<file path="config.mk">
export PLATFORM = sky130hd
export DESIGN_NAME = orx_exec_stage
export DESIGN_NICKNAME = d
export VERILOG_FILES = /design/src/rtl/orx_pkg.sv /design/src/rtl/orx_phase_seq.sv /design/src/rtl/orx_decoder.sv /design/src/rtl/orx_datapath.sv /design/src/rtl/orx_exec_stage.sv
export SDC_FILE = /design/constraint.sdc
export NUM_CORES = 1
export LEC_CHECK = 0
export BUFFER_PORTS_ARGS = -buffer_cell sky130_fd_sc_hd__buf_2
export CORE_UTILIZATION = 48
export CTS_CLUSTER_DIAMETER = 80
export CTS_CLUSTER_SIZE = 10
export DETAILED_ROUTE_END_ITERATION = 16
export PLACE_DENSITY = 0.87
export SLEW_MARGIN = 20
export SYNTH_ARGS = -nofsm -noshare
export SYNTH_HDL_FRONTEND = slang
export SYNTH_SLANG_ARGS = --single-unit
</file>
<file path="constraint.sdc">
create_clock -name clk -period 1.9 [get_ports clk]
set_input_delay 0.095 -clock clk [delete_from_list [all_inputs] [get_ports clk]]
set_output_delay 0.095 -clock clk [all_outputs]
set_load 0.005 [all_outputs]
</file>
<file path="src/rtl/orx_pkg.sv">
package orx_pkg;
    typedef enum logic [1:0] {
        PH_DECODE = 2'd0,
        PH_FETCH  = 2'd1,
        PH_CALC   = 2'd2,
        PH_COMMIT = 2'd3
    } phase_e;

    localparam int OPC_W = 7;
    localparam logic [OPC_W-1:0] OPC_OR_F = 7'b0000100;
endpackage

</file>
<file path="src/rtl/orx_phase_seq.sv">
module orx_phase_seq
    import orx_pkg::*;
(
    input  logic   clk,
    input  logic   rst_n,
    output phase_e phase,
    output logic   st_decode,
    output logic   st_fetch,
    output logic   st_calc,
    output logic   st_commit
);
    phase_e state_q;
    phase_e state_d;

    always_comb begin
        unique case (state_q)
            PH_DECODE: state_d = PH_FETCH;
            PH_FETCH:  state_d = PH_CALC;
            PH_CALC:   state_d = PH_COMMIT;
            PH_COMMIT: state_d = PH_DECODE;
            default:   state_d = PH_DECODE;
        endcase
    end

    always_ff @(posedge clk or negedge rst_n) begin
        if (!rst_n) state_q <= PH_DECODE;
        else        state_q <= state_d;
    end

    always_comb begin
        st_decode = 1'b0;
        st_fetch  = 1'b0;
        st_calc   = 1'b0;
        st_commit = 1'b0;
        unique case (state_q)
            PH_DECODE: st_decode = 1'b1;
            PH_FETCH:  st_fetch  = 1'b1;
            PH_CALC:   st_calc   = 1'b1;
            PH_COMMIT: st_commit = 1'b1;
            default:   st_decode = 1'b0;
        endcase
    end

    assign phase = state_q;
endmodule

</file>
<file path="src/rtl/orx_decoder.sv">
module orx_decoder
    import orx_pkg::*;
#(
    parameter int ADDR_W  = 8,
    parameter int INSTR_W = OPC_W + 1 + ADDR_W
) (
    input  logic [INSTR_W-1:0] word,
    output logic               is_or,
    output logic               to_file,
    output logic [ADDR_W-1:0]  faddr
);
    localparam int DST_BIT = ADDR_W;

    assign is_or   = (word[INSTR_W-1 -: OPC_W] == OPC_OR_F);
    assign to_file = word[DST_BIT];
    assign faddr   = word[ADDR_W-1:0];
endmodule

</file>
<file path="src/rtl/orx_datapath.sv">
module orx_datapath #(
    parameter int DATA_W = 8,
    parameter int ADDR_W = 8
) (
    input  logic              clk,
    input  logic              rst_n,
    input  logic              st_decode,
    input  logic              st_fetch,
    input  logic              st_calc,
    input  logic              st_commit,
    input  logic              dec_is_or,
    input  logic              dec_to_file,
    input  logic [ADDR_W-1:0] dec_faddr,
    input  logic [DATA_W-1:0] rf_rdata,
    output logic [ADDR_W-1:0] rf_addr,
    output logic [DATA_W-1:0] rf_wdata,
    output logic              rf_we,
    output logic [DATA_W-1:0] wreg,
    output logic              zflag
);
    logic              live_q;
    logic              to_file_q;
    logic [ADDR_W-1:0] faddr_q;
    logic [DATA_W-1:0] opnd_q;
    logic [DATA_W-1:0] res_q;
    logic [DATA_W-1:0] wreg_q;
    logic              z_q;

    always_ff @(posedge clk or negedge rst_n) begin
        if (!rst_n) begin
            live_q    <= 1'b0;
            to_file_q <= 1'b0;
            faddr_q   <= '0;
            opnd_q    <= '0;
            res_q     <= '0;
            wreg_q    <= '0;
            z_q       <= 1'b0;
        end else begin
            if (st_decode) begin
                live_q    <= dec_is_or;
                to_file_q <= dec_to_file;
                faddr_q   <= dec_faddr;
            end
            if (st_fetch) opnd_q <= rf_rdata;
            if (st_calc)  res_q  <= wreg_q | opnd_q;
            if (st_commit && live_q) begin
                if (!to_file_q) wreg_q <= res_q;
                z_q <= (res_q == '0);
            end
        end
    end

    assign rf_addr  = faddr_q;
    assign rf_wdata = res_q;
    assign rf_we    = st_commit & live_q & to_file_q;
    assign wreg     = wreg_q;
    assign zflag    = z_q;
endmodule

</file>
<file path="src/rtl/orx_exec_stage.sv">
module orx_exec_stage
    import orx_pkg::*;
#(
    parameter int DATA_W  = 8,
    parameter int ADDR_W  = 8,
    parameter int INSTR_W = OPC_W + 1 + ADDR_W
) (
    input  logic               clk,
    input  logic               rst_n,
    input  logic [INSTR_W-1:0] instr_i,
    output logic [1:0]         phase_o,
    output logic [ADDR_W-1:0]  rf_addr_o,
    input  logic [DATA_W-1:0]  rf_rdata_i,
    output logic [DATA_W-1:0]  rf_wdata_o,
    output logic               rf_we_o,
    output logic [DATA_W-1:0]  wreg_o,
    output logic               zflag_o
);
    phase_e            phase;
    logic              st_decode, st_fetch, st_calc, st_commit;
    logic              dec_is_or, dec_to_file;
    logic [ADDR_W-1:0] dec_faddr;

    orx_phase_seq u_seq (
        .clk       (clk),
        .rst_n     (rst_n),
        .phase     (phase),
        .st_decode (st_decode),
        .st_fetch  (st_fetch),
        .st_calc   (st_calc),
        .st_commit (st_commit)
    );

    orx_decoder #(.ADDR_W(ADDR_W), .INSTR_W(INSTR_W)) u_dec (
        .word    (instr_i),
        .is_or   (dec_is_or),
        .to_file (dec_to_file),
        .faddr   (dec_faddr)
    );

    orx_datapath #(.DATA_W(DATA_W), .ADDR_W(ADDR_W)) u_dp (
        .clk         (clk),
        .rst_n       (rst_n),
        .st_decode   (st_decode),
        .st_fetch    (st_fetch),
        .st_calc     (st_calc),
        .st_commit   (st_commit),
        .dec_is_or   (dec_is_or),
        .dec_to_file (dec_to_file),
        .dec_faddr   (dec_faddr),
        .rf_rdata    (rf_rdata_i),
        .rf_addr     (rf_addr_o),
        .rf_wdata    (rf_wdata_o),
        .rf_we       (rf_we_o),
        .wreg        (wreg_o),
        .zflag       (zflag_o)
    );

    assign phase_o = phase;
endmodule

</file>
==> impl.org, run 1 <==
** Worst setup path
- Beginning of the critical path :: u_seq.phase[1]$_DFF_PN0_
- Data on the critical path arrives at its endpoint at 1.72 ns.
- Required time at the endpoint of the critical path :: 2.12 ns
- In this run the critical register-to-register path is launched from u_seq.phase[1]$_DFF_PN0_.
- Cell class contributing the biggest share of worst-path delay :: adder cells
- Series of cell instances along the critical path :: inv_1 > ha_1 > mux2_2
- Depth of the most critical reg-to-reg path :: 3
- On the worst path, the slowest cell contributes a delay of 0.46 ns.
- Worst Path Max Fanout :: 12
- Critical path class :: register to register
- Startpoint types :: register
- The endpoint identified for the worst register-to-register timing path is u_dp.rf_addr[6]$_DFFE_PN0N_.
- The largest individual stage delay along the critical path comes from the cell ha_1.
- Across all register-to-register paths, the minimum setup slack is 0.39 ns.
- The worst setup path is captured at a register.
- Buffering stage count on the worst path with inverters included :: 1

** Clocking
- Clock tree from TritonCTS :: built
- The number of clock buffers added by TritonCTS is 5.
- Clock latency on the worst-skew pair :: 0.33 ns
- Max clock buf depth :: 2
- Buffers added to address setup during post-CTS repair amount to 0.
- Hold repair after CTS inserted 17 buffers.
- CTS Root Cell :: clkbuf_4
- Reg clk slew, reported paths :: 0.11 ns
- Count of instances resized after the clock tree is built :: 0
- H-tree depth :: 2
- Clock net sink count :: 37

** Die
- Site Rows :: 19
- Die H :: 57.5 um
- Horizontal die dimension :: 57.5 um
- The die covers 3300 sq um.
- The initial utilization of the core area, before any placement, comes to 0.522.
- Number of top-level design ports :: 54
- Total core area :: 2830 sq um

** Detailed routing
- The detail route stage leaves a number of antenna-violating nets equal to 0.
- After detailed routing, the number of remaining DRC violations is 1.
- The first routing iteration left 21 violations.
- Summed over all layers, the routed wires come to 3130 um.
- Routed via count divided by cell count :: 5.06
- After detailed routing, the average wire length per cell comes to 14.7 um.
- Via count :: 1,077
- TritonRoute pass-1 iters :: 14

** Timing
- Max Freq :: 664 MHz
- The worst pin sits at a relative slew slack of 0.463.
- For the final routed database, the setup TNS stands at 0 ns.
- RSZ-0062 raised after global routing :: no
- Number of endpoints with negative hold slack in the final report :: 0
- Final Max Tran Viols :: 0
- Final setup skew :: 0.00797 ns
- Crit share post-route :: 0.792
- Pin slew with the least headroom to its limit :: 0.806 ns
- Total setup violations reported at the end of the flow :: 0
- The routed design could run at a clock period as short as 1.51 ns.

** Logic synthesis
- In this run, synthesis inferred 0 flip-flops with an integrated enable.
- After synthesis, the largest family of logic cells by area is multiplexers.
- Share of synthesized area spent on multiplexers :: 0.191
- Leading area contributor after synthesis :: dfrtp_1
- Xor/xnor share of the synthesized area :: 0
- By area the synthesized netlist is led by dfrtp_1, mux2_2, nor2_1.
- Sequential area share after synthesis :: 0.627
- Yosys printed 0 warnings.
- Counting distinct cell types in the post-synthesis netlist gives 17.
- Dividing the synthesized area by the synthesized cell count gives 13.8 sq um.
- FFs w/ async S/R, synth :: 1.00
- Total standard cell area after synthesis :: 1480 sq um
- Syn Nets :: 137
- Of the total synthesized cell area, the portion taken by AND, OR, NAND and NOR gates is 0.0847.
- Most frequent cells after synthesis :: dfrtp_1, mux2_2, nor2_1, a21oi_1
- Fraction of the mapped netlist area in adder cells :: 0.0339
- Synthesis produced a netlist whose cell count is 107.
- The synthesized-area fraction occupied by ao, oa, aoi and oai cells is 0.0449.
- Counting flops and latches in the post-synthesis netlist gives 37.
- Area share of the largest cell type after synthesis :: 0.627
- Most frequently used cell type in the post-synthesis netlist :: dfrtp_1
- Most used DFF post-synth :: dfrtp_1

** GRT
- The first global-routing pass estimated 5130 um of wire.
- For this run, the total global-route usage over all layers was measured as 0.212.
- For met2 alone, demand over resource in global routing was 0.362.
- Summed over all layers, the global routing overflow is 0.
- Layer with the highest usage :: met2
- Pin count of the biggest net entering global routing :: 38
- Number of antenna violations at the first check in global routing :: 0
- Via count of the first global-routing pass :: 1,159
- For this run, global-route usage on met1 was measured as 0.244.
- For this run, global-route usage on met3 was measured as 0.0816.

** Place
- The congestion estimate from routability-driven global placement came to 0.761.
- Dpl cells :: 187
- Port buffering added 53 buffers.
- HPWL reported at the end of detailed placement :: 2040 um

** Status
- The final reports fail on DRC.
- The run finished, with violations left.

** Power
- Share of total power in combinational logic :: 0.092
- Dividing total power by cell area gives a power density of 713 nW/um^2.
- Switching share of total power :: 0.222
- For this design the static power due to leakage is 1.06 nW.
- Sequential fraction of design power :: 0.587
- Across the VDD grid, the largest voltage drop is 0.000609 V.
- Net load switching power :: 0.319 mW
- Clock power share :: 0.321
- The internal power of the cells totals 1.12 mW.

** Layout
- Once layout is complete, the cells apart from fillers number 213.
- In the final design database the tool counted 211 nets.
- N_diodes :: 0
- From synthesis to final layout, the design area changed by 36.2%.
- Fraction of final layout cells with drive strength greater than 1 :: 0.489

** Min path
- The startpoint identified for the worst hold timing path is instr_i[14].
- The path with the worst hold slack has its endpoint at u_dp.live_q$_DFFE_PN0N_.
- Hold Path Depth :: 3
- Hold/Removal Path Class :: primary input to register

** Run
- Across the run, the number of max-cap violations was 0.
[power groups by stage]
stage	logic [mW]	clock network [mW]	registers, mW
floorplan	0.0352	0	0.856
global placement	0.0999	0	0.856
detailed placement	0.105	0	0.858
CTS	0.131	0.476	0.843
global route	0.147	0.500	0.847
finish	0.132	0.460	0.842
[state kept, by name, indices dropped and copies added, names as in the netlist]
| signal | count |
|---|---|
| u_dp.opnd_q | 8 |
| u_dp.live_q | 1 |
| u_seq.phase | 2 |
| u_dp.rf_wdata | 8 |
| u_dp.rf_addr | 8 |
| u_dp.zflag | 1 |
| u_dp.wreg | 8 |
| u_dp.to_file_q | 1 |
[stage by stage]
step / utilization / setup WS (ns) / hold slack, ns / power [mW] / cell area, sq um
global route: 0.711 / 0.283 / 0.123 / 1.49 / 2010
global placement: 0.622 / 0.505 / 0.204 / 0.956 / 1760
CTS: 0.707 / 0.401 / 0.00230 / 1.45 / 2000
detailed placement: 0.622 / 0.420 / 0.229 / 0.963 / 1760
floorplan: - / 0.579 / -0.201 / 0.891 / 1480
finish: 0.711 / 0.395 / 0.148 / 1.43 / 2010
[cell usage in the layout, fill, tap and decap left out, drive strengths merged, types with 2 or more instances in the layout]
| cell type | count |
|---|---|
| a21oi | 8 |
| buf | 53 |
| clkbuf | 7 |
| dfrtp | 37 |
| dlygate4sd3 | 18 |
| ha | 4 |
| inv | 2 |
| mux2 | 25 |
| nor2 | 16 |
| nor4 | 2 |
[per-layer routing]
| metal | up-vias | routed length [um] |
|---|---|---|
| li1 | 515 | - |
| met1 | 509 | 1340 |
| met2 | 49 | 1530 |
| met3 | 4 | 236 |
| met4 | 0 | 25 |
| met5 | - | 0 |
[kinds of logic (layout without fill, tap and decap cells)]
| family | count (synthesis) | after routing |
|---|---|---|
| buf+inv | 6 | 81 |
| fa+ha+maj | 4 | 4 |
| mux | 25 | 25 |
| flops | 37 | 37 |
| simple gates | 24 | 24 |
| compound gates | 11 | 11 |
[tightest hold or removal path, delay by kind of cell]
kind                   cells  cell delay (ns)
AO/OA/AOI/OAI              1             0.23
buffers and inverters      1             0.08
AND/OR/NAND/NOR            1             0.04
[how the worst max path moves through the flow]
stage | end | slack, ns | depth (start not counted)
floorplan | u_dp.rf_addr[0]$_DFFE_PN0N_ | 0.58 | 4
global placement | u_dp.rf_addr[1]$_DFFE_PN0N_ | 0.51 | 3
detailed placement | u_dp.rf_addr[6]$_DFFE_PN0N_ | 0.42 | 3
CTS | u_dp.rf_addr[6]$_DFFE_PN0N_ | 0.40 | 3
global route | u_dp.rf_addr[6]$_DFFE_PN0N_ | 0.28 | 3
finish | u_dp.rf_addr[6]$_DFFE_PN0N_ | 0.39 | 3
[cell type report]
class	instances	area, sq um
sequential	37	926
fill	208	818
multi-input combinational	64	523
timing repair buffer	71	445
clock buffer	7	65.1
tap	31	38.8
inverter	2	7.51
clock inverter	1	5.00
Power figures use the tool's default switching activity.
==> run 2: changes to the inputs <==
--- a/config.mk
+++ b/config.mk
@@ -5,12 +5,13 @@
 export SDC_FILE = /design/constraint.sdc
 export NUM_CORES = 1
 export LEC_CHECK = 0
+export ABC_AREA = 1
 export BUFFER_PORTS_ARGS = -buffer_cell sky130_fd_sc_hd__buf_2
-export CORE_UTILIZATION = 48
+export CORE_UTILIZATION = 44
 export CTS_CLUSTER_DIAMETER = 80
 export CTS_CLUSTER_SIZE = 10
 export DETAILED_ROUTE_END_ITERATION = 16
-export PLACE_DENSITY = 0.87
+export PLACE_DENSITY = 0.84
 export SLEW_MARGIN = 20
 export SYNTH_ARGS = -nofsm -noshare
 export SYNTH_HDL_FRONTEND = slang
==> constraint.sdc (replaced) <==
create_clock -name clk -period 1.3 [get_ports clk]
set_input_delay 0.065 -clock clk [delete_from_list [all_inputs] [get_ports clk]]
set_output_delay 0.065 -clock clk [all_outputs]
set_load 0.005 [all_outputs]
==> impl.org, run 2 <==
** Status
- The run finished, with violations left.
- Failing checks :: setup timing

** Detailed routing
- The number of optimization iterations in the first detailed-route pass was 6 (-8).
- The average wire length per cell after detail routing came to 13.8 um (-5.8%).
- Number of DRC markers after the initial detailed-route iteration :: 22 (+4.8%)
- The average vias per placed instance was 4.72 (-6.7%).
- DR DRC count :: 0 (-1)
- The overall via count from detail_route came to 1,302 (+21%).
- The routed wire length is 3810 um (+22%).
- The residual antenna-violating net count after detailed routing is 0 (unchanged).

** Clocking
- Max clock buf depth :: 2 (unchanged)
- The count of clock tree sinks came to 37 (unchanged).
- The cell sitting at the root of the clock tree is a clkbuf_4.
- The post-CTS clock slew at the launch and capture registers of the worst setup and hold paths is 0.10 ns (about the same).
- TritonCTS Buffers :: 5 (unchanged)
- H-tree depth :: 2 (unchanged)
- The source-to-sink clock delay at the later pin of the worst-skew pair came to 0.35 ns (+0.02 ns).
- TritonCTS built the clock tree.

** Timing
- The setup TNS after final layout is -0.0129 ns (-0.0129 ns).
- Slew Limit Headroom :: 0.692 (+0.230)
- Post-route worst hold slack :: 0.0210 ns (-0.127 ns)
- Final setup skew :: 0.0137 ns (+0.00578 ns)
- The number of endpoints with negative hold slack in the final report was 0 (unchanged).
- In the finished design, the share of the clock period the worst path needs comes to 1.01.
- The slew at the pin closest to its max-slew limit was 0.461 ns (-0.345 ns).
- The slack of the critical path came to -0.0129 ns (-0.408 ns).
- RSZ-0062 raised after global routing :: yes
- Final worst path period need :: 1.31 ns
- Total setup violations reported at the end of the flow :: 1 (+1)
- The max-slew violation total from the final report came to 0 (unchanged).
- Max Freq :: 762 MHz

** Logic synthesis
- Total standard cell area after synthesis :: 1520 sq um (+2.7%)
- FFs w/ async S/R, synth :: 1.00 (unchanged)
- The number of enable flip-flop cells after synthesis is 0 (unchanged).
- Count of distinct cell types in the synthesized netlist :: 16 (-1)
- The commonest cells after synthesis are dfrtp_1, nand2_1, o21ai_0, inv_1, nor2_1.
- The synthesized area per cell was 10.5 sq um (-24%).
- Area share of the largest cell type after synthesis :: 0.611 (-0.0166)
- The number of synthesized register bits came to 37 (unchanged).
- The number of instances in the synthesized netlist came to 145 (+36%).
- By area the synthesized netlist is led by dfrtp_1, nand2_1, mux2_2.
- Most used DFF post-synth :: dfrtp_1
- Sequential area share after synthesis :: 0.611 (-0.0166)
- The biggest area contributor in the post-synthesis netlist is dfrtp_1.
- The synthesized netlist net count was 175 (+28%).
- Synthesis warning total :: 0 (unchanged)

** Min path
- Hold/Removal Path Class :: primary input to register
- In this run the most critical hold path is launched from instr_i[11].

** Worst setup path
- Arr. time, crit path :: 1.25 ns (-0.47 ns)
- Worst Path Max Fanout :: 4 (-8)
- The worst register-to-register path begins at u_seq.phase[1]$_DFF_PN0_.
- The critical path goes through ha_2 > nand2_2 > nor2_1 > buf_2.
- Master of the slowest instance on the critical path :: dfrtp_1
- The worst path required time was 1.24 ns (-0.88 ns).
- Worst stage delay on the critical path :: 0.41 ns (-0.05 ns)
- In this run the worst setup path begins at u_seq.phase[0]$_DFF_PN0_.
- The critical path is of the register to primary output type.
- Endpoint class of the critical path :: primary output
- Startpoint types :: register

** Place
- The weighted congestion at the end of routability-driven global placement came to 0.747 (-1.9%).
- The number of I/O port buffers is 53 (unchanged).
- The half-perimeter wire length of the detailed placement result is 2310 um (+13%).

** GRT
- The first-pass GRT wire length is 5880 um (+15%).
- The met1 layer usage reported by global route came to 0.269 (+0.0248).
- Grt ovf :: 0 (unchanged)
- Number of antenna violations at the first check in global routing :: 0 (unchanged)
- Met2 global-route usage :: 0.397 (+0.0350)
- Via count of the first global-routing pass :: 1,260 (+8.7%)
- The largest net degree at the start of global routing was 38 (unchanged).
- The global-route usage over all layers was 0.232 (+0.0199).
- Layer with the highest usage :: met2
- The met3 demand-to-capacity share in global routing is 0.0682 (-0.0134).

** Die
- The height of the chip was 60.7 um (+5.6%).
- Number of top-level design ports :: 54 (unchanged)
- Horizontal die dimension :: 60.7 um (+5.6%)
- Initial Util :: 0.481 (-0.0409)
- The floorplan die area is 3690 sq um (+12%).
- Site Rows :: 20 (+1)
- Total core area :: 3150 sq um (+11%)

** Layout
- Fraction of final layout cells with drive strength greater than 1 :: 0.388 (-0.101)
- Final net count :: 262 (+24%)
- The antenna diode instance count came to 0 (unchanged).
- Utilization after layout :: 0.688 (-0.0230)
- In the layout the commonest cells are buf_2, dfrtp_1, nand2_1.
- Most common library cell in the layout ignoring fill and taps :: buf_2
- Compared with the post-synthesis result, the final layout area differs by 43.0%.

** Power
- Worst IR Drop VDD :: 0.000668 V (+9.7%)
- Design Power :: 2.06 mW (+44%)
- The reported leakage power came to 1.14 nW (+7.6%).
- The power per cell area is 949 nW/um^2 (+33%).

** Run
- Number of max-cap violations :: 0 (unchanged)
==> run 2: cell count changes after synthesis, sizes merged, moves of 2 or more <==
cell	before	now
o21ai	0	25
a21oi	8	0
inv	2	15
nor4	2	0
nor2	16	10
mux2	25	8
nand2	0	38
==> run 2: path summary, 6_finish.rpt <==
kind | endpoint | slack [ns] | cells past startpoint
max in group asynchronous | u_dp.rf_addr[4]$_DFFE_PN0N_ | 0.65 | 3
worst min-delay path | u_dp.live_q$_DFFE_PN0N_ | 0.02 | 5
worst max-delay path | rf_we_o | -0.01 | 4
worst min register to register | u_dp.rf_addr[7]$_DFFE_PN0N_ | 0.48 | 2
worst max register to register | u_dp.opnd_q[6]$_DFFE_PN0N_ | 0.04 | 4
min in group asynchronous | u_dp.wreg[7]$_DFFE_PN0P_ | 0.31 | 3
==> run 2: logic make-up (layout without fill, tap and decap cells) <==
group,Yosys count,count (layout),synth area share
AND/OR/NAND/NOR,51,51,0.135
flip-flops,37,37,0.611
AO/OA/AOI/OAI,26,26,0.107
buffers and inverters,19,106,0.0545
multiplexers,8,8,0.0594
adder cells (fa/ha/maj),4,4,0.0330
==> run 2: power by group <==
| group | internal (mW) | total (mW) | switching (mW) |
|---|---|---|---|
| sequential | 1.20 | 1.23 | 0.0288 |
| clock | 0.255 | 0.612 | 0.357 |
| combinational | 0.123 | 0.220 | 0.0970 |
==> run 2: final cells by class <==
class,instances,area [sq um]
Clock buffer,7,55.1
Tap cell,44,55.1
Multi-Input combinational cell,89,518
Fill cell,236,985
Sequential cell,37,926
Inverter,15,56.3
Timing Repair Buffer,84,558
==> run 2: routing by layer <==
layer / share of wire / wire length (um)
met1: 0.40 / 1520
met2: 0.55 / 2090
met3: 0.022 / 85
met4: 0.030 / 116
met5: 0 / 0
==> run 2: worst max-delay path, delay by kind of cell, from the launching register on <==
family | cells | cell delay, ns
buffers and inverters | 1 | 0.14
adders and majority gates | 1 | 0.20
DFF | 1 | 0.41
and+or+nand+nor | 2 | 0.17
==> run 2: timing repair <==
| action | in CTS | in global routing |
|---|---|---|
| hold endpoints to repair | 55 | 0 |
| endpoints found under the setup margin | 2 | 16 |
| resized for setup | 2 | 2 |
| hold buffers | 24 | 0 |
| pin swaps | 1 | 3 |
| setup buffers | 0 | 1 |
==> run 2: per-stage QoR <==
step / area (sq um) / setup slack (ns) / instances
2_1_floorplan: 1520 / 0.0688 / 145
3_3_place_gp: 1860 / 0.0847 / 244
3_5_place_dp: 1860 / -0.0104 / 244
4_1_cts: 2160 / 0.0123 / 275
5_1_grt: 2170 / -0.0903 / 276
6_report: 2170 / -0.0129 / 276
==> run 3: changes to the inputs <==
--- a/config.mk
+++ b/config.mk
@@ -7,11 +7,11 @@
 export LEC_CHECK = 0
 export ABC_AREA = 1
 export BUFFER_PORTS_ARGS = -buffer_cell sky130_fd_sc_hd__buf_2
-export CORE_UTILIZATION = 44
+export CORE_UTILIZATION = 52
 export CTS_CLUSTER_DIAMETER = 80
 export CTS_CLUSTER_SIZE = 10
 export DETAILED_ROUTE_END_ITERATION = 16
-export PLACE_DENSITY = 0.84
+export PLACE_DENSITY = 0.92
 export SLEW_MARGIN = 20
 export SYNTH_ARGS = -nofsm -noshare
 export SYNTH_HDL_FRONTEND = slang
==> constraint.sdc (replaced) <==
create_clock -name clk -period 1.7 [get_ports clk]
set_input_delay 0.085 -clock clk [delete_from_list [all_inputs] [get_ports clk]]
set_output_delay 0.085 -clock clk [all_outputs]
set_load 0.005 [all_outputs]
==> impl.org, run 3 (synthesized netlist as in run 2, its figures left out) <==
** Status
- The flow ran to the end, and the final reports show no timing, DRC or antenna violations.

** Worst setup path
- Arr. time, crit path :: 1.71 ns (+0.46 ns)
- Beginning of the critical path :: u_seq.phase[1]$_DFF_PN0_
- Start of the worst register-to-register path :: u_seq.phase[1]$_DFF_PN0_
- Endpoint class of the critical path :: register
- Slack of the worst reg-to-reg path :: 0.28 ns (+0.24 ns)
- Worst Path Max Fanout :: 12 (+8)
- The worst path required time was 1.99 ns (+0.75 ns).
- The setup path with the least slack is of type register to register.
- Startpoint types :: register

** Detailed routing
- The routed wire length was 3550 um (-6.8%).
- The number of remaining DRC errors was 0 (unchanged).
- The initial detailed-routing violation count came to 42 (+91%).
- TritonRoute pass-1 iters :: 4 (-2)
- Via count :: 1,311 (+0.69%)
- The residual antenna-violating net count after detailed routing is 0 (unchanged).
- Routed wire length per instance :: 13.9 um (+0.46%)
- The average vias per placed instance is 5.12 (+8.6%).

** Clocking
- CTS Root Cell :: clkbuf_4
- The source-to-sink clock delay at the later pin of the worst-skew pair came to 0.35 ns (about the same).
- The number of H-tree branching levels came to 2 (unchanged).
- The number of buffers between clock root and the deepest sink is 2 (unchanged).
- The number of gates given a new drive strength after cts is 0 (-2).
- Clock net sink count :: 37 (unchanged)
- The post-CTS clock slew at the launch and capture registers of the worst setup and hold paths is 0.10 ns (about the same).
- Clock tree from TritonCTS :: built
- TritonCTS Buffers :: 5 (unchanged)
- The number of post-CTS setup repair buffers was 0 (unchanged).
- The number of buffers inserted by hold repair at cts was 23 (-4.2%).

** Layout
- The share of final-layout standard cells stronger than drive strength 1 was 0.360 (-0.0279).
- The library cells used most frequently in the layout, excluding fill and tap cells, are buf_2, nand2_1, dfrtp_1.
- The final-stage net count came to 254 (-3.1%).
- Most common library cell in the layout ignoring fill and taps :: buf_2
- Area overhead of the layout relative to synthesis :: 38.4%
- The cell area after layout came to 2100 sq um (-3.2%).
- N_diodes :: 0 (unchanged)
- Utilization after layout :: 0.761 (+0.0732)

** GRT
- The largest net degree at the start of global routing came to 38 (unchanged).
- Number of antenna violations at the first check in global routing :: 0 (unchanged)
- The global-route usage over all layers came to 0.260 (+0.0275).
- The total overflow reported by the global router was 0 (unchanged).
- The via count of the first global-routing pass was 1,315 (+4.4%).
- Global-route wire length before repair :: 6020 um (+2.5%)

** Die
- Die Footprint :: 3140 sq um (-15%)
- Die H :: 56 um (-7.8%)
- The die boundary width came to 56 um (-7.8%).
- Initial Util :: 0.550 (+0.0690)
- Total core area :: 2760 sq um (-13%)
- The total number of placement rows was 19 (-5.0%).
- The I/O pin count was 54 (unchanged).

** Place
- The half-perimeter wire length of the detailed placement result was 2270 um (-1.8%).
- RD Place Congestion :: 0.745 (-0.24%)
- The number of I/O port buffers came to 53 (unchanged).
- Instance area at placement :: 1790 sq um (-3.3%)

** Timing
- The worst hold slack across all endpoints is 0.00364 ns (-0.0173 ns).
- The final worst clock skew is 0.0102 ns (-0.00354 ns).
- Total Neg Setup Slack :: 0 ns (+0.0129 ns)
- The number of endpoints with negative hold slack in the final report was 0 (unchanged).
- Final Max Tran Viols :: 0 (unchanged)
- The slew at the pin closest to its max-slew limit is 0.784 ns (+0.322 ns).
- After layout, the minimum clock period comes to 1.42 ns.
- Crit share post-route :: 0.835
- Slew Limit Headroom :: 0.478 (-0.215)
- Based on the critical path, the design can be clocked at up to 704 MHz.
- RSZ-0062 raised after global routing :: no
- The number of failing setup endpoints in the final timing report came to 0 (-1).

** Run
- Number of max-cap violations :: 0 (unchanged)

** Power
- The peak ir drop on the vdd network is 0.000875 V (+31%).
- Power per Cell Area :: 783 nW/um^2 (-18%)
- The reported leakage power is 1.12 nW (-2.0%).

** Min path
- In this run the most critical hold path is launched from instr_i[13].
- Hold/Removal Path Class :: primary input to register
## run 3: final cells by class
cell class,count,area (sq um)
clock buffer,7,65.1
clock inverter,1,8.76
fill,178,659
inverter,15,56.3
multi-input combinational,89,508
sequential,37,926
tap,31,38.8
timing repair buffer,76,495
## run 3: worst max-delay path, cell delays in order (launching register included)
cell and delay [ns]:
dfrtp_1 0.43, inv_1 0.09, ha_1 0.39, inv_2 0.18
nor2_1 0.12, nand4_1 0.09, nand2_1 0.06
## run 3: path summary, 6_finish.rpt
path                                               end  cells after the start
min                            u_dp.live_q$_DFFE_PN0N_                      4
max in group asynchronous  u_dp.rf_addr[4]$_DFFE_PN0N_                      2
min in group asynchronous   u_dp.to_file_q$_DFFE_PN0N_                      2
max                            u_dp.live_q$_DFFE_PN0N_                      6
max reg2reg                    u_dp.live_q$_DFFE_PN0N_                      6
min reg2reg                u_dp.rf_addr[1]$_DFFE_PN0N_                      2
## run 3: power by group
group	switching, mW	internal, mW
Clock	0.293	0.247
Combinational	0.0716	0.0907
Sequential	0.0235	0.916
## run 3: metal layers
metal / GRT usage / up-vias / wire length [um] / share of wire
met5: 0 / - / 0 / 0
met4: 0.111 / 0 / 80 / 0.023
met2: 0.422 / 49 / 1810 / 0.51
met1: 0.315 / 631 / 1450 / 0.41
li1: - / 620 / - / -
met3: 0.0907 / 11 / 205 / 0.058
## run 3: per-stage QoR
step	total power [mW]	worst slack, ns	std cells
2_1_floorplan	0.993	0.469	145
3_3_place_gp	1.07	0.353	225
3_5_place_dp	1.08	0.308	225
4_1_cts	1.65	0.287	256
5_1_grt	1.70	0.0660	256
6_report	1.64	0.280	256
